### src/rtl/cmdq_spi_pkg.sv
package cmdq_spi_pkg;
  localparam int CS_W      = 8;
  localparam int DATA_W    = 16;
  localparam int IDX_W     = 3;
  localparam int ATTR_NUM  = 1 << IDX_W;
  localparam int ADDR_W    = 4;
  localparam int NB_W      = $clog2(DATA_W + 1);

  localparam logic [ADDR_W-1:0] A_CFG  = 4'd0;
  localparam logic [ADDR_W-1:0] A_STAT = 4'd1;
  localparam logic [ADDR_W-1:0] A_PUSH = 4'd2;
  localparam logic [ADDR_W-1:0] A_POP  = 4'd3;

  typedef struct packed {
    logic [3:0] len_m1;
    logic       cpol;
    logic       cpha;
    logic       lsb_first;
  } attr_t;

  typedef struct packed {
    logic              cont;
    logic [IDX_W-1:0]  idx;
    logic [CS_W-1:0]   cs;
    logic [DATA_W-1:0] data;
  } cmd_t;

  localparam int CMD_W  = $bits(cmd_t);
  localparam int ATTR_W = $bits(attr_t);

  function automatic logic [NB_W-1:0] frame_bits(attr_t a);
    if (a.len_m1 < 4'd2) return NB_W'(3);
    return NB_W'(a.len_m1) + NB_W'(1);
  endfunction
endpackage

### src/rtl/cmdq_spi_fifo.sv
module cmdq_spi_fifo #(
  parameter int WIDTH = 16,
  parameter int DEPTH = 4,
  localparam int AW = (DEPTH > 1) ? $clog2(DEPTH) : 1,
  localparam int CW = $clog2(DEPTH + 1)
) (
  input  logic             clk,
  input  logic             rst,
  input  logic             flush,
  input  logic             push,
  input  logic [WIDTH-1:0] wdata,
  input  logic             pop,
  output logic [WIDTH-1:0] rdata,
  output logic [CW-1:0]    count,
  output logic             empty,
  output logic             full
);
  logic [WIDTH-1:0] mem [DEPTH];
  logic [AW-1:0] wp, rp;
  logic do_push, do_pop;

  assign empty   = (count == '0);
  assign full    = (count == CW'(DEPTH));
  assign do_push = push && !full;
  assign do_pop  = pop && !empty;
  assign rdata   = mem[rp];

  function automatic logic [AW-1:0] nxt(logic [AW-1:0] p);
    return (p == AW'(DEPTH - 1)) ? '0 : p + AW'(1);
  endfunction

  always_ff @(posedge clk) begin
    if (do_push) mem[wp] <= wdata;
  end

  always_ff @(posedge clk) begin
    if (rst || flush) begin
      wp <= '0;
      rp <= '0;
      count <= '0;
    end else begin
      if (do_push) wp <= nxt(wp);
      if (do_pop) rp <= nxt(rp);
      case ({do_push, do_pop})
        2'b10:   count <= count + CW'(1);
        2'b01:   count <= count - CW'(1);
        default: count <= count;
      endcase
    end
  end

  // the fill count never passes the depth
  assert_count_bound_R3: assert property (@(posedge clk) disable iff (rst)
    count <= CW'(DEPTH));
endmodule

### src/rtl/cmdq_spi_engine.sv
module cmdq_spi_engine
  import cmdq_spi_pkg::*;
#(
  parameter int HALF_DIV = 2,
  localparam int HCW = (HALF_DIV > 1) ? $clog2(HALF_DIV) : 1
) (
  input  logic              clk,
  input  logic              rst,
  input  logic              go,
  input  cmd_t              cmd,
  input  attr_t             attr,
  input  logic              sin,
  output logic              take,
  output logic              busy,
  output logic              sck,
  output logic              sout,
  output logic [CS_W-1:0]   act_cs,
  output logic              rx_push,
  output logic [DATA_W-1:0] rx_data
);
  typedef enum logic {ST_IDLE, ST_RUN} st_t;
  st_t state;

  logic [HCW-1:0]    hcnt;
  logic [NB_W:0]     ecnt;
  logic [NB_W-1:0]   scnt, nbits;
  logic [DATA_W-1:0] tx_sr, rx_sr, rx_nx;
  logic cpol_r, cpha_r, lsb_r, cont_r;
  logic tick, at_end, samp;
  logic [NB_W-1:0] nb_new;

  function automatic logic pick(logic [DATA_W-1:0] sr, logic [NB_W-1:0] n, logic lsb);
    return lsb ? sr[0] : sr[4'(n - NB_W'(1))];
  endfunction

  function automatic logic [DATA_W-1:0] adv(logic [DATA_W-1:0] sr, logic lsb);
    return lsb ? (sr >> 1) : (sr << 1);
  endfunction

  assign nb_new  = frame_bits(attr);
  assign tick    = (hcnt == HCW'(HALF_DIV - 1));
  assign at_end  = (ecnt == {nbits, 1'b0});
  assign samp    = (ecnt[0] == cpha_r);
  assign take    = (state == ST_IDLE) && go;
  assign busy    = (state == ST_RUN);
  assign rx_nx   = lsb_r ? ((rx_sr >> 1) | (DATA_W'(sin) << (nbits - NB_W'(1))))
                         : {rx_sr[DATA_W-2:0], sin};
  assign rx_push = busy && tick && !at_end && samp && (scnt == nbits - NB_W'(1));
  assign rx_data = rx_nx;

  always_ff @(posedge clk) begin
    if (rst) begin
      state  <= ST_IDLE;
      hcnt   <= '0;
      ecnt   <= '0;
      scnt   <= '0;
      nbits  <= NB_W'(3);
      tx_sr  <= '0;
      rx_sr  <= '0;
      cpol_r <= 1'b0;
      cpha_r <= 1'b0;
      lsb_r  <= 1'b0;
      cont_r <= 1'b0;
      sck    <= 1'b0;
      sout   <= 1'b0;
      act_cs <= '0;
    end else begin
      case (state)
        ST_IDLE: begin
          hcnt <= '0;
          if (go) begin
            state  <= ST_RUN;
            nbits  <= nb_new;
            cpol_r <= attr.cpol;
            cpha_r <= attr.cpha;
            lsb_r  <= attr.lsb_first;
            cont_r <= cmd.cont;
            sck    <= attr.cpol;
            tx_sr  <= attr.cpha ? cmd.data : adv(cmd.data, attr.lsb_first);
            sout   <= attr.cpha ? 1'b0 : pick(cmd.data, nb_new, attr.lsb_first);
            ecnt   <= '0;
            scnt   <= '0;
            rx_sr  <= '0;
            act_cs <= cmd.cs;
          end
        end
        default: begin
          if (!tick) begin
            hcnt <= hcnt + HCW'(1);
          end else begin
            hcnt <= '0;
            if (at_end) begin
              state <= ST_IDLE;
              if (!cont_r) act_cs <= '0;
            end else begin
              sck  <= ~sck;
              ecnt <= ecnt + 1'b1;
              if (samp) begin
                rx_sr <= rx_nx;
                scnt  <= scnt + NB_W'(1);
              end else begin
                sout  <= pick(tx_sr, nbits, lsb_r);
                tx_sr <= adv(tx_sr, lsb_r);
              end
            end
          end
        end
      endcase
    end
  end

  // a frame ends only after one sample per bit
  assert_bits_per_frame_R4: assert property (@(posedge clk) disable iff (rst)
    (busy && tick && at_end) |-> (scnt == nbits));
  // the clock is back at its idle level once a frame ends
  assert_sck_idle_R5: assert property (@(posedge clk) disable iff (rst)
    (state == ST_IDLE && $past(state == ST_RUN)) |-> (sck == cpol_r));
  // select mask does not change inside a frame
  assert_cs_stable_R7: assert property (@(posedge clk) disable iff (rst)
    (busy && $past(busy)) |-> $stable(act_cs));
endmodule

### src/rtl/cmdq_spi_master.sv
module cmdq_spi_master
  import cmdq_spi_pkg::*;
#(
  parameter int TXQ_DEPTH = 4,
  parameter int RXQ_DEPTH = 4,
  parameter int HALF_DIV  = 2
) (
  input  logic              clk,
  input  logic              rst,
  input  logic              bus_wr,
  input  logic              bus_rd,
  input  logic [ADDR_W-1:0] bus_addr,
  input  logic [31:0]       bus_wdata,
  output logic [31:0]       bus_rdata,
  output logic              sck_o,
  output logic              sout_o,
  input  logic              sin_i,
  output logic [CS_W-1:0]   pcs_o
);
  localparam int TCW = $clog2(TXQ_DEPTH + 1);
  localparam int RCW = $clog2(RXQ_DEPTH + 1);

  logic            master;
  logic [CS_W-1:0] idle_lvl;
  logic            err;
  attr_t           attr_q [ATTR_NUM];

  logic wr_cfg, wr_stat, wr_push, rd_pop, wr_attr;
  logic tx_flush, rx_flush, err_clr, err_set;
  cmd_t            tx_in, tx_head;
  logic [TCW-1:0]  tx_cnt;
  logic            tx_empty, tx_full;
  logic [DATA_W-1:0] rx_head, rx_data;
  logic [RCW-1:0]  rx_cnt;
  logic            rx_empty, rx_full, rx_push;
  logic            take, busy, go;
  logic [CS_W-1:0] act_cs;

  assign wr_cfg   = bus_wr && (bus_addr == A_CFG);
  assign wr_stat  = bus_wr && (bus_addr == A_STAT);
  assign wr_push  = bus_wr && (bus_addr == A_PUSH);
  assign wr_attr  = bus_wr && bus_addr[3];
  assign rd_pop   = bus_rd && (bus_addr == A_POP);
  assign tx_flush = wr_cfg && bus_wdata[16];
  assign rx_flush = wr_cfg && bus_wdata[17];
  assign err_clr  = wr_stat && bus_wdata[0];
  assign err_set  = (wr_push && tx_full) || (rd_pop && rx_empty);
  assign tx_in    = cmd_t'({bus_wdata[31:28], bus_wdata[23:0]});
  assign go       = master && !tx_empty && !rx_full;

  cmdq_spi_fifo #(.WIDTH(CMD_W), .DEPTH(TXQ_DEPTH)) u_txq (
    .clk(clk), .rst(rst), .flush(tx_flush), .push(wr_push), .wdata(tx_in),
    .pop(take), .rdata(tx_head), .count(tx_cnt), .empty(tx_empty), .full(tx_full));

  cmdq_spi_fifo #(.WIDTH(DATA_W), .DEPTH(RXQ_DEPTH)) u_rxq (
    .clk(clk), .rst(rst), .flush(rx_flush), .push(rx_push), .wdata(rx_data),
    .pop(rd_pop), .rdata(rx_head), .count(rx_cnt), .empty(rx_empty), .full(rx_full));

  cmdq_spi_engine #(.HALF_DIV(HALF_DIV)) u_eng (
    .clk(clk), .rst(rst), .go(go), .cmd(tx_head), .attr(attr_q[tx_head.idx]),
    .sin(sin_i), .take(take), .busy(busy), .sck(sck_o), .sout(sout_o),
    .act_cs(act_cs), .rx_push(rx_push), .rx_data(rx_data));

  always_ff @(posedge clk) begin
    if (rst) begin
      master   <= 1'b0;
      idle_lvl <= '1;
      err      <= 1'b0;
      pcs_o    <= '1;
      for (int i = 0; i < ATTR_NUM; i++) attr_q[i] <= '{len_m1: 4'd7, default: 1'b0};
    end else begin
      pcs_o <= idle_lvl ^ act_cs;
      if (wr_cfg) begin
        master   <= bus_wdata[0];
        idle_lvl <= bus_wdata[15:8];
      end
      if (wr_attr) attr_q[bus_addr[IDX_W-1:0]] <= attr_t'(bus_wdata[30:24]);
      if (err_set)      err <= 1'b1;
      else if (err_clr) err <= 1'b0;
    end
  end

  always_ff @(posedge clk) begin
    if (rst) begin
      bus_rdata <= '0;
    end else if (bus_rd) begin
      if (bus_addr[3]) begin
        bus_rdata <= {1'b0, attr_q[bus_addr[IDX_W-1:0]], 24'b0};
      end else begin
        case (bus_addr)
          A_CFG:   bus_rdata <= {16'b0, idle_lvl, 7'b0, master};
          A_STAT:  bus_rdata <= {16'b0, 4'(tx_cnt), 4'b0, 4'(rx_cnt), 2'b0, busy, err};
          A_POP:   bus_rdata <= rx_empty ? 32'b0 : {16'b0, rx_head};
          default: bus_rdata <= '0;
        endcase
      end
    end
  end

  // a received frame never meets a full receive queue
  assert_no_overflow_R9: assert property (@(posedge clk) disable iff (rst)
    rx_push |-> !rx_full);
  // the error flag only drops on an explicit clear
  assert_err_sticky_R3: assert property (@(posedge clk) disable iff (rst)
    (err && !err_clr) |=> err);
  // no frame is taken while the master enable is clear
  assert_hold_when_off_R2: assert property (@(posedge clk) disable iff (rst)
    !master |-> !take);
endmodule

### config.mk
export PLATFORM = sky130hd
export DESIGN_NAME = cmdq_spi_master
export DESIGN_NICKNAME = d
export VERILOG_FILES = /design/src/rtl/cmdq_spi_pkg.sv /design/src/rtl/cmdq_spi_fifo.sv /design/src/rtl/cmdq_spi_engine.sv /design/src/rtl/cmdq_spi_master.sv
export SDC_FILE = /design/constraint.sdc
export NUM_CORES = 1
export LEC_CHECK = 0
export BUFFER_PORTS_ARGS = -buffer_cell sky130_fd_sc_hd__buf_4
export CORE_ASPECT_RATIO = 0.7
export CORE_UTILIZATION = 57
export DETAILED_ROUTE_END_ITERATION = 10
export PLACE_DENSITY = 0.78
export SLEW_MARGIN = 20
export SYNTH_ARGS = -nofsm -noshare
export SYNTH_HDL_FRONTEND = slang
export SYNTH_SLANG_ARGS = --single-unit
### constraint.sdc
create_clock -name clk -period 3.5 [get_ports clk]
set_input_delay 0.525 -clock clk [delete_from_list [all_inputs] [get_ports clk]]
set_output_delay 0.525 -clock clk [all_outputs]
set_load 0.005 [all_outputs]
Word-level counts from Yosys, hierarchy flattened
Memories as Yosys holds them, arrays and structs flattened. A register that Yosys moved wholly into a read port is not among the register bits.
Cells that the tools add are included.
{ "totals": {"ff_bits": 127, "ram_bits": 232, "out_inout_bits": 42, "memories": 3} }
{ "classes": {"add_sub_neg": 14, "order_cmp": 3, "eq_ne": 22, "shift": 1, "n_mux": 78, "bitwise": 4, "reduce_logical": 43} }
{ "memory_table": {"columns": ["name", "depth", "word_bits", "rd", "rd_clocked_by_memory_dff", "wr", "line_no", "source"], "rows": [
  ["u_txq.mem", 4, 28, 1, 1, 1, "cmdq_spi_fifo.sv:18", "logic [WIDTH-1:0] mem [DEPTH];"],
  ["u_rxq.mem", 4, 16, 1, 1, 1, "cmdq_spi_fifo.sv:18", null],
  ["attr_q", 8, 7, 2, 0, 8, "cmdq_spi_master.sv:26", "attr_t attr_q [ATTR_NUM];"]
]} }
{ "ops": {"columns": ["operator", "count"], "rows": [
  ["$mux W16", 15],
  ["$pmux W16 S3", 1],
  ["$mux W8", 5],
  ["$mux W5", 7],
  ["$mux W1", 31],
  ["$mux W31", 1],
  ["$mux W6", 4],
  ["$logic_and A1 B1 Y1", 21],
  ["$mux W2", 8],
  ["$or A15 B16 Y16", 1],
  ["$shl A1 B5 Y16", 1],
  ["$eq A2 B2 Y1 const B", 6],
  ["$ne A2 B2 Y1 const B", 6],
  ["$pmux W3 S2", 2],
  ["$reduce_and A4 Y1", 3],
  ["$lt A4 B5 Y1 const B", 2],
  ["$add A2 B1 Y2 const B", 4],
  ["$bmux W1 S4", 2],
  ["$eq A4 B2 Y1 const B", 2],
  ["$reduce_bool A2 Y1", 4],
  ["$xor A8 B8 Y8", 1],
  ["$mux W7", 1],
  ["$reduce_or A7 Y1", 1],
  ["$add A3 B1 Y3 const B", 2],
  ["other kinds (23)", 34]
]} }

Logic depth before layout (Yosys ltp)
Gate-level depths: netlist of run 1.
An unclocked memory read counts as a cell.
{ "depth": {"ltp_word": 11, "depth_mapped": 15} }

Cells and area by module
From an unflattened synthesis of run 1, not the netlist that was laid out.
{ "hier_totals": {"cells_unflattened": 1277, "area_unflattened_um2": 16135.5} }
{ "modules_own_cells": {"columns": ["mod", "instances", "cells_each", "area_each_um2", "seq_area_each_um2"], "rows": [
  ["cmdq_spi_master", 1, 416, 4808.4, 2502.4],
  ["cmdq_spi_fifo (u_txq)", 1, 202, 4538.1, 3543.4],
  ["cmdq_spi_engine", 1, 519, 3973.8, 1261.2],
  ["cmdq_spi_fifo (u_rxq)", 1, 140, 2815.2, 2102.0]
]} }

Worst setup path before layout of run 1
No wires, ideal clock.
{ "synth_path": {"kind": "register -> register", "from": "register u_eng.nbits[0]", "to": "register u_rxq.count[1]", "setup_time_ns": 0.064, "arrival_ns": 3.074, "required_ns": 3.436, "slack_ns": 0.362, "path_stages_with_launch": 15, "period_less_slack_ns": 3.138, "path_cell_list": "dfxtp_1 -> buf_2 -> inv_1 -> ha_1 -> xor2_1 -> xnor2_1 -> nand4_1 -> nor4_1 -> inv_1 -> ha_1 -> inv_1 -> fa_1 -> nor2_1 -> a21oi_1 -> nor2_1"} }
{ "synth_between": {"elab_chain_len": 8, "word_cells_on_any_way": 12, "cone_classes": "1 x add/sub; 4 x eq/ne; 1 x mux; 6 x reduce/logical"} }
{ "synth_rtl": {"columns": ["item", "line_no", "source"], "rows": [
  ["start, declared", "cmdq_spi_engine.sv:26", "logic [NB_W-1:0] scnt, nbits;"],
  ["start signal, assigned", "cmdq_spi_engine.sv:73", "nbits <= nb_new;"],
  ["parallel branches: the longest is 4 deep, another holds $sub A5 B1 Y5", null, null],
  ["$logic_and A1 B1 Y1 (*)", "cmdq_spi_engine.sv:48", "assign rx_push = busy && tick && !at_end && samp && (scnt == nbits - NB_W'(1));"],
  ["$logic_and A1 B1 Y1 (*)", "cmdq_spi_fifo.sv:24", "assign do_push = push && !full;"],
  ["$eq A2 B1 Y1 or $eq A2 B2 Y1 (tied branches)", "cmdq_spi_fifo.sv:44", "case ({do_push, do_pop})"],
  ["$pmux W3 S2 or $reduce_bool A2 Y1 (tied branches)", null, null],
  ["end signal, assigned", "cmdq_spi_fifo.sv:45", "2'b10: count <= count + CW'(1);"],
  ["end signal, assigned", "cmdq_spi_fifo.sv:46", "2'b01: count <= count - CW'(1);"],
  ["end signal, assigned", "cmdq_spi_fifo.sv:47", "default: count <= count;"],
  ["end, declared", "cmdq_spi_fifo.sv:14", "output logic [CW-1:0] count,"]
]} }
Mark *: on every way between the ends.
A chain may end at the register's enable or synchronous reset.

==> impl_results.rst, run 1 <==
.. list-table::
   :header-rows: 1

   * - Metric
     - Value
   * - Most used flip-flop cell after synthesis
     - sky130_fd_sc_hd__edfxtp_1
   * - Cell Chain, Critical Path
     - mux4_2 > buf_4 > mux2i_4 > a22oi_4 > nand2_2 > inv_1 > ha_2 > inv_1 > nand3_1 > a31oi_2 > nand3_1 > o22ai_1 > a32oi_1
   * - CTS clk-pin slew, worst paths
     - roughly 0.060 ns
   * - Critical Path End Type
     - register
   * - Total via count after detailed routing
     - 10700
   * - CP top delay family
     - multiplexers
   * - Post-synthesis sequential area ratio
     - 0.586
   * - Final Instance Count excl. Fillers
     - 1763
   * - Synth top area share
     - 0.434
   * - Die width
     - 203 um
   * - Arrival time of the worst setup path
     - 3.74 ns
   * - Final standard cell area without fillers
     - around 18000 sq um
   * - Number of different library cells in the post-synthesis netlist
     - 64
   * - Proportion of layout cells with a drive suffix above 1
     - 0.201
   * - Power density cells
     - 466 nW/um^2
   * - Commonest cells in the netlist
     - sky130_fd_sc_hd__edfxtp_1 (232), sky130_fd_sc_hd__dfxtp_1 (122), sky130_fd_sc_hd__nand2_1 (116)
   * - Slowest library cell on the worst path
     - sky130_fd_sc_hd__mux4_2
   * - Run status
     - finished, final reports clean
   * - WHS
     - 0.192 ns
   * - Post-synthesis cell area
     - ~16000 sq um
   * - Fin worst setup slack
     - roughly 0.17 ns
   * - Worst-case clock buffer depth
     - 3
   * - Yosys warning count
     - 0
   * - Mean cell area of the mapped netlist
     - 12.6 sq um
   * - Remaining DRCs
     - 0
   * - Biggest cell delay along the critical path
     - approximately 0.60 ns
   * - Clk Latency, worst-skew pair
     - 0.53 ns
   * - Number of iterations in the first detailed-routing pass
     - 5
   * - CTS tree
     - yes
   * - Period utilisation layout
     - 0.952
   * - NumNets Final
     - 1424
   * - Placed cell count
     - ~1700
   * - Antenna violations before repair
     - 0
   * - Leading post-synthesis cells by cell area
     - sky130_fd_sc_hd__edfxtp_1 (43%), sky130_fd_sc_hd__dfxtp_1 (15%), sky130_fd_sc_hd__mux4_2 (7.4%), sky130_fd_sc_hd__mux2i_1 (4.3%), sky130_fd_sc_hd__nand2_1 (2.7%)
   * - Die area
     - around 29000 sq um
   * - Worst setup slack after placement
     - 0.0659 ns
   * - Maximum fanout along the worst path
     - 6
   * - Count of pins over their slew limit
     - 0
   * - Drt wl/cell
     - 21.4 um
   * - Starting DRT DRC Count
     - 978
   * - Maximum level of the CTS H-tree
     - 2
   * - Mean number of vias per cell
     - between 6 and 7
   * - Buffers & Inverters on Critical Path
     - 3
   * - Path category of the worst min-delay check
     - in2reg
   * - Synth-to-layout area growth
     - 13.6%
   * - Root buf cell
     - sky130_fd_sc_hd__clkbuf_16
   * - Number of top-level design ports
     - 83
   * - CTS Hold Bufs
     - 0
   * - Global-route wire length before repair
     - 58600 um
   * - Worst setup skew after layout
     - 0.0247 ns
   * - Headroom to the max-slew limit
     - 0.470
   * - Count of clock tree sinks
     - 354
   * - Half-perimeter wire length after detailed placement
     - 25800 um
   * - Required time of the critical path
     - ~3.9 ns
   * - Static leakage
     - 6.37 nW
   * - Residual antenna-violating net count after detailed routing
     - 0
   * - Clock period minus final worst setup slack
     - between 3 and 4 ns
   * - F_max
     - 0.300 GHz
   * - Sort of element at the start of the critical path
     - register
   * - Slew at the pin closest to its max-slew limit
     - 0.795 ns
   * - Leftover overflow at the end of global routing
     - 0
   * - Overall fraction of global-route tracks in use
     - 0.266
   * - Die Height
     - 142 um
   * - WL final
     - 37700 um
   * - Final Hold Vio Count
     - 0
   * - Worst vdd ir
     - roughly 0.5 mV
   * - Number of setup violations in the final report
     - 0
   * - Number of buffers added by the clock tree synthesis step
     - 35
   * - Asr flop ratio synth
     - 0
   * - Setup CP Type
     - reg2reg
   * - Library cell with the highest instance count after synthesis
     - sky130_fd_sc_hd__edfxtp_1
   * - Last weighted congestion value of the routability-driven placer
     - 0.933
   * - Via count of the first global-routing pass
     - 10400
   * - ANT cells
     - 0
   * - Placement-stage cell area
     - 17100 sq um
   * - Number of synthesized flops with an enable pin
     - 232
   * - Accumulated negative setup slack
     - 0 ns
   * - Most area-hungry cell type in the Yosys netlist
     - sky130_fd_sc_hd__edfxtp_1
   * - Row count
     - 51
   * - Initial core utilization
     - 0.579
   * - Flip-flop and latch count after synthesis
     - 354
   * - Port bufs
     - 73
   * - Number of maximum-capacitance violations
     - 0
   * - Number of instances in the synthesized netlist
     - 1280
   * - Placeable core region
     - approximately 28000 sq um
   * - Largest net degree at the start of global routing
     - 76
## flip-flops by register name, indices dropped and copies added, names as in the netlist, 6 cells and up, named ones only
| name | cells |
|---|---|
| attr_q | 56 |
| u_eng.act_cs | 8 |
| u_eng.ecnt | 6 |
| u_txq.mem | 112 |
| idle_lvl | 8 |
| u_eng.tx_sr | 16 |
| bus_rdata | 23 |
| u_rxq.mem | 64 |
| pcs_o | 8 |
| u_eng.rx_sr | 16 |
## logic make-up after synthesis
family | share of synthesized area
and+or+nand+nor | 0.126
DFF | 0.586
AOI/OAI and AO/OA | 0.0785
muxes | 0.143
buffers and inverters | 0.0311
xor gates and xnor gates | 0.0202
adders and majority gates | 0.0150
other | 0.000233
## worst paths after layout
path / from / endpoint / slack (ns) / cells past startpoint
hold / removal: bus_wdata[4] / u_txq.mem[0][4] / 0.19 / 1
setup reg to reg: register / u_eng.sout / 0.17 / 13
setup / recovery: register / u_eng.sout / 0.17 / 13
hold reg to reg: u_eng.cont_r / u_eng.cont_r / 0.48 / 2
## layout make-up
class / instances / area, sq um
clock buffers: 48 / 986
clock inverters: 16 / 97.6
fillers: 2007 / 9510
inverters: 28 / 105
multi-input cells: 824 / 6220
flip-flops and latches: 354 / 9410
well taps: 371 / 464
repair buffers: 122 / 970
## routing by layer
metal / wire length (um) / global-route usage / up-vias
li1: - / - / 4894
met1: 16100 / 0.372 / 5306
met2: 16900 / 0.410 / 420
met3: 3870 / 0.0753 / 64
met4: 772 / 0.0736 / 0
met5: 0 / 0 / -
## through the flow
stage          utilization  total power [mW]
2_1_floorplan            -              4.84
3_3_place_gp         0.616              5.00
3_5_place_dp         0.616              5.01
4_1_cts              0.655              8.54
5_1_grt              0.658              8.75
6_report             0.658              8.51
## repair_timing
action                                  in CTS  in global routing
resized for setup                            0                  8
endpoints found under the setup margin       0                  1
buffers inserted                             0                  5
## report_power, final
part / internal [mW] / switching (mW) / total [mW]
Combinational: 0.173 / 0.235 / 0.408
Clock: 1.99 / 1.58 / 3.57
Sequential: 4.49 / 0.0371 / 4.53
Total: 6.65 / 1.85 / 8.51
## worst register-to-register path, stage by stage (launching register included)
cell	delay [ns]
sky130_fd_sc_hd__dfxtp_2	0.39
sky130_fd_sc_hd__mux4_2	0.60
sky130_fd_sc_hd__buf_4	0.19
sky130_fd_sc_hd__mux2i_4	0.19
sky130_fd_sc_hd__a22oi_4	0.25
sky130_fd_sc_hd__nand2_2	0.13
sky130_fd_sc_hd__inv_1	0.17
sky130_fd_sc_hd__ha_2	0.34
sky130_fd_sc_hd__inv_1	0.18
sky130_fd_sc_hd__nand3_1	0.14
sky130_fd_sc_hd__a31oi_2	0.21
sky130_fd_sc_hd__nand3_1	0.10
sky130_fd_sc_hd__o22ai_1	0.20
sky130_fd_sc_hd__a32oi_1	0.12
## layout by cell type (no fill, tap or decap), types with 16 or more instances in the layout
cell                        Yosys  final
sky130_fd_sc_hd__edfxtp_1     232    232
sky130_fd_sc_hd__dfxtp_1      122    119
sky130_fd_sc_hd__buf_4          9    117
sky130_fd_sc_hd__nand2_1      116    116
sky130_fd_sc_hd__nor2_1        90     90
sky130_fd_sc_hd__a21oi_1       78     78
sky130_fd_sc_hd__mux2i_1       69     68
sky130_fd_sc_hd__mux4_2        53     53
sky130_fd_sc_hd__and2_1        46     46
sky130_fd_sc_hd__clkbuf_16      0     36
sky130_fd_sc_hd__nor3_1        33     33
sky130_fd_sc_hd__inv_1         28     28
sky130_fd_sc_hd__a22oi_1       29     28
sky130_fd_sc_hd__nand2b_1      28     28
sky130_fd_sc_hd__nand3_1       25     25
sky130_fd_sc_hd__o21ai_0       25     25
sky130_fd_sc_hd__mux2_2        23     23
sky130_fd_sc_hd__xnor2_1       22     22
sky130_fd_sc_hd__o211ai_1      16     16
No activity file was read; power rests on OpenSTA's default activity.
==> inputs of run 2 (changes only) <==
--- a/config.mk
+++ b/config.mk
@@ -6,11 +6,11 @@
 export NUM_CORES = 1
 export LEC_CHECK = 0
 export BUFFER_PORTS_ARGS = -buffer_cell sky130_fd_sc_hd__buf_4
-export CORE_ASPECT_RATIO = 0.7
 export CORE_UTILIZATION = 57
 export DETAILED_ROUTE_END_ITERATION = 10
 export PLACE_DENSITY = 0.78
 export SLEW_MARGIN = 20
 export SYNTH_ARGS = -nofsm -noshare
 export SYNTH_HDL_FRONTEND = slang
+export SYNTH_HIERARCHICAL = 1
 export SYNTH_SLANG_ARGS = --single-unit
==> impl_results.rst, run 2 <==
.. list-table::
   :header-rows: 1

   * - Metric
     - Value
   * - Run status
     - complete, but fails checks
   * - Violated checks
     - negative setup slack
   * - Via count of the first global-routing pass
     - 10100 (-3.5%)
   * - GR Layer Usage met2
     - 0.412 (+0.00210)
   * - Hold EP
     - u_txq/mem[2][18]
   * - Worst setup skew after layout
     - 0.0281 ns (+0.00337 ns)
   * - Half-perimeter wire length after detailed placement
     - 24100 um (-6.5%)
   * - Worst reg-to-reg path cell count
     - 12 (-1)
   * - Maximum fanout along the worst path
     - 5 (-1)
   * - Flip-flop count of the largest register, all copies and words added
     - 112 (unchanged)
   * - Accumulated negative setup slack
     - -0.0369 ns (-0.0369 ns)
   * - Synth top area share
     - 0.432 (-0.00182)
   * - Period utilisation layout
     - 1.01 (+0.0583)
   * - Flip-flop and latch count after synthesis
     - 354 (unchanged)
   * - Compound-gate portion of the synthesized area
     - 0.0803 (+0.00184)
   * - Number of instances in the synthesized netlist
     - 1277 (-0.23%)
   * - Count of clock tree sinks
     - 354 (unchanged)
   * - Residual antenna-violating net count after detailed routing
     - 0 (unchanged)
   * - Flop2flop setup slack
     - -0.04 ns (-0.20 ns)
   * - Number of setup violations in the final report
     - 1 (+1)
   * - Final standard cell area without fillers
     - 18100 sq um (-0.75%)
   * - Most area-hungry cell type in the Yosys netlist
     - sky130_fd_sc_hd__edfxtp_1
   * - Largest net degree at the start of global routing
     - 94 (+24%)
   * - Most used flip-flop cell after synthesis
     - sky130_fd_sc_hd__edfxtp_1
   * - Leftover overflow at the end of global routing
     - 0 (unchanged)
   * - Number of different library cells in the post-synthesis netlist
     - 62 (-3.1%)
   * - Root buf cell
     - sky130_fd_sc_hd__clkbuf_16
   * - Port bufs
     - 73 (unchanged)
   * - Min-Delay Path Depth
     - 1 (unchanged)
   * - Placement-stage cell area
     - 16900 sq um (-0.91%)
   * - Required time of the critical path
     - 3.94 ns (+0.04 ns)
   * - Last weighted congestion value of the routability-driven placer
     - 0.875 (-6.1%)
   * - Final Instance Count excl. Fillers
     - 1731 (-1.8%)
   * - Global-route wire length before repair
     - 56200 um (-3.9%)
   * - Top Registers
     - u_txq/mem: 112 flops, u_rxq/mem: 64 flops, attr_q: 56 flops
   * - CTS clk-pin slew, worst paths
     - 0.06 ns (about the same)
   * - Post-Synth Adder-Cell Area
     - 0.0149 (-0.0000626)
   * - Worst vdd ir
     - 0.563 mV (+14%)
   * - Share of cell area taken by muxes after synthesis
     - 0.139 (-0.00401)
   * - Path category of the worst min-delay check
     - in2reg
   * - Remaining DRCs
     - 0 (unchanged)
   * - Die Height
     - 170 um (+19%)
   * - Number of buffers added by the clock tree synthesis step
     - 37 (+5.7%)
   * - Fillers
     - 1999 (-0.40%)
   * - Proportion of layout cells with a drive suffix above 1
     - 0.194 (-0.00677)
   * - CTS Hold Bufs
     - 0 (unchanged)
   * - Number of top-level design ports
     - 83 (unchanged)
   * - F_max
     - 0.283 GHz (-5.8%)
   * - Overall fraction of global-route tracks in use
     - 0.256 (-0.0109)
   * - Clock period minus final worst setup slack
     - 3.54 ns (+0.204 ns)
   * - Asr flop ratio synth
     - 0 (unchanged)
   * - Post-synthesis share of cell area spent on xor and xnor gates
     - 0.0190 (-0.00117)
   * - Met3 usage in global routing
     - 0.0407 (-0.0346)
   * - Starting DRT DRC Count
     - 1129 (+15%)
   * - Terminus of the critical flop-to-flop path
     - u_eng/sout
   * - Leading post-synthesis cells by cell area
     - sky130_fd_sc_hd__edfxtp_1 (43%), sky130_fd_sc_hd__dfxtp_1 (15%), sky130_fd_sc_hd__mux4_2 (6.8%), sky130_fd_sc_hd__mux2i_1 (3.9%), sky130_fd_sc_hd__a21oi_1 (2.9%)
   * - WL final
     - 35900 um (-4.7%)
   * - Fin worst setup slack
     - -0.0369 ns (-0.204 ns)
   * - Post-layout utilization of the core
     - 0.652 (-0.00547)
   * - Die area
     - 29000 sq um (+0.38%)
   * - Headroom to the max-slew limit
     - 0.320 (-0.150)
   * - Mean cell area of the mapped netlist
     - 12.6 sq um (+0.66%)
   * - Most congested layer reported by global routing
     - met2
   * - Hold Path Origin
     - bus_wdata[18]
   * - Placeable core region
     - 27800 sq um (about the same)
   * - Static leakage
     - 6.31 nW (-0.83%)
   * - NumNets Final
     - 1387 (-2.6%)
   * - Total via count after detailed routing
     - 10300 (-3.2%)
   * - Commonest non-fill, non-tap cells in the layout
     - sky130_fd_sc_hd__edfxtp_1 (232), sky130_fd_sc_hd__dfxtp_1 (118), sky130_fd_sc_hd__nor2_1 (116)
   * - Slew at the pin closest to its max-slew limit
     - 1.02 ns (+0.226 ns)
   * - Critical Path End Type
     - register
   * - Worst-case clock buffer depth
     - 3 (unchanged)
   * - Synth-to-layout area growth
     - 12.3%
   * - Commonest non-fill, non-tap cell in the layout
     - sky130_fd_sc_hd__edfxtp_1
   * - WHS
     - 0.196 ns (+0.00483 ns)
   * - Unrepaired setup endpoints after global routing
     - true
   * - GRT met1 Usage
     - 0.356 (-0.0157)
   * - Die width
     - 170 um (-16%)
   * - Placed cell count
     - 1667 (-1.6%)
   * - Number of synthesized flops with an enable pin
     - 232 (unchanged)
   * - Count of pins over their slew limit
     - 0 (unchanged)
   * - Drt wl/cell
     - 20.7 um (-3.0%)
   * - Post-synthesis sequential area ratio
     - 0.583 (-0.00245)
   * - Basic-gate share of the synthesized area counting and, or, nand and nor cells
     - 0.126 (about the same)
   * - Maximum level of the CTS H-tree
     - 2 (unchanged)
   * - Initial core utilization
     - 0.581 (+0.00194)
   * - Library cell with the highest instance count after synthesis
     - sky130_fd_sc_hd__edfxtp_1
   * - Row count
     - 61 (+20%)
   * - Final Hold Vio Count
     - 0 (unchanged)
   * - Worst setup slack after placement
     - -0.0115 ns (-0.0774 ns)
   * - CTS tree
     - yes
   * - Number of iterations in the first detailed-routing pass
     - 5 (unchanged)
   * - Antenna violations before repair
     - 1 (+1)
   * - Clk Latency, worst-skew pair
     - 0.53 ns (about the same)
   * - Power density cells
     - 481 nW/um^2 (+3.1%)
   * - Setup CP Type
     - reg2reg
   * - ANT cells
     - 0 (unchanged)
   * - Total Power Consumption
     - 8.71 mW (+2.4%)
   * - Yosys warning count
     - 6 (+6)
   * - Register with the most flip-flops
     - u_txq/mem
   * - Sort of element at the start of the critical path
     - register
   * - Commonest cells in the netlist
     - sky130_fd_sc_hd__edfxtp_1 (232), sky130_fd_sc_hd__dfxtp_1 (122), sky130_fd_sc_hd__nor2_1 (116)
   * - Number of maximum-capacitance violations
     - 0 (unchanged)
   * - Worst reg2reg path startpoint
     - u_txq/mem[1][24]
   * - Post-synthesis cell area
     - 16100 sq um (+0.42%)
   * - Arrival time of the worst setup path
     - 3.98 ns (+0.24 ns)
   * - Mean number of vias per cell
     - 5.98 (-1.4%)
   * - Largest family of logic cells by synthesized area
     - multiplexers
==> run 2: cell families (layout without fill, tap and decap cells) <==
logic type	count (synthesis)	in the layout
and+or+nand+nor	399	399
DFF	354	354
AOI/OAI and AO/OA	211	211
muxes	139	139
buffers and inverters	120	188
xor gates and xnor gates	35	35
adders and majority gates	18	18
other	1	9
==> run 2: layer usage <==
metal | up-vias | wire [um]
li1 | 4830 | -
met1 | 5059 | 15400
met2 | 384 | 17300
met3 | 70 | 2250
met4 | 0 | 936
met5 | - | 0
==> run 2: area by class of cell <==
type,instances,area (sq um),area share
inverters,24,90.1,0.00497
clock buffers,48,1040,0.0574
multi-input cells,811,6230,0.344
clock inverters,16,114,0.00628
flip-flops and latches,354,9410,0.520
repair buffers,100,754,0.0416
well taps,378,473,0.0261
==> run 2: worst max path at each step <==
stage	start	end	cells after the start
final	u_txq/mem[1][24]	u_eng/sout	12
after global routing	u_txq/mem[1][24]	u_eng/sout	12
after CTS	u_txq/mem[1][24]	u_eng/sout	12
after detailed placement	u_txq/mem[3][24]	u_eng/sout	11
after global placement	register	u_eng/sout	11
after floorplan	register	u_eng/sout	16
==> run 2: where the power goes <==
part / total (mW) / internal, mW / switching [mW]
clock: 3.75 / 2.17 / 1.58
combinational: 0.437 / 0.184 / 0.253
sequential: 4.52 / 4.49 / 0.0355
==> run 2: what timing repair did <==
item / CTS / global route
gates resized for setup: 4 / 2
pin swaps: 4 / 0
cloned: 0 / 0
endpoints found under the hold margin: 0 / 0
endpoints found under the setup margin: 1 / 2
setup buffers: 0 / 0
==> run 2: critical path, stage by stage (launching register included) <==
cell                        delay, ns
sky130_fd_sc_hd__edfxtp_1        0.39
sky130_fd_sc_hd__mux4_2          0.57
sky130_fd_sc_hd__mux4_2          0.45
sky130_fd_sc_hd__mux2_4          0.30
sky130_fd_sc_hd__ha_4            0.24
sky130_fd_sc_hd__nand2b_4        0.16
sky130_fd_sc_hd__xnor2_4         0.17
sky130_fd_sc_hd__mux2i_4         0.32
sky130_fd_sc_hd__buf_6           0.15
sky130_fd_sc_hd__mux2i_4         0.23
sky130_fd_sc_hd__o2111ai_2       0.15
sky130_fd_sc_hd__and3_1          0.21
sky130_fd_sc_hd__nor3_2          0.09
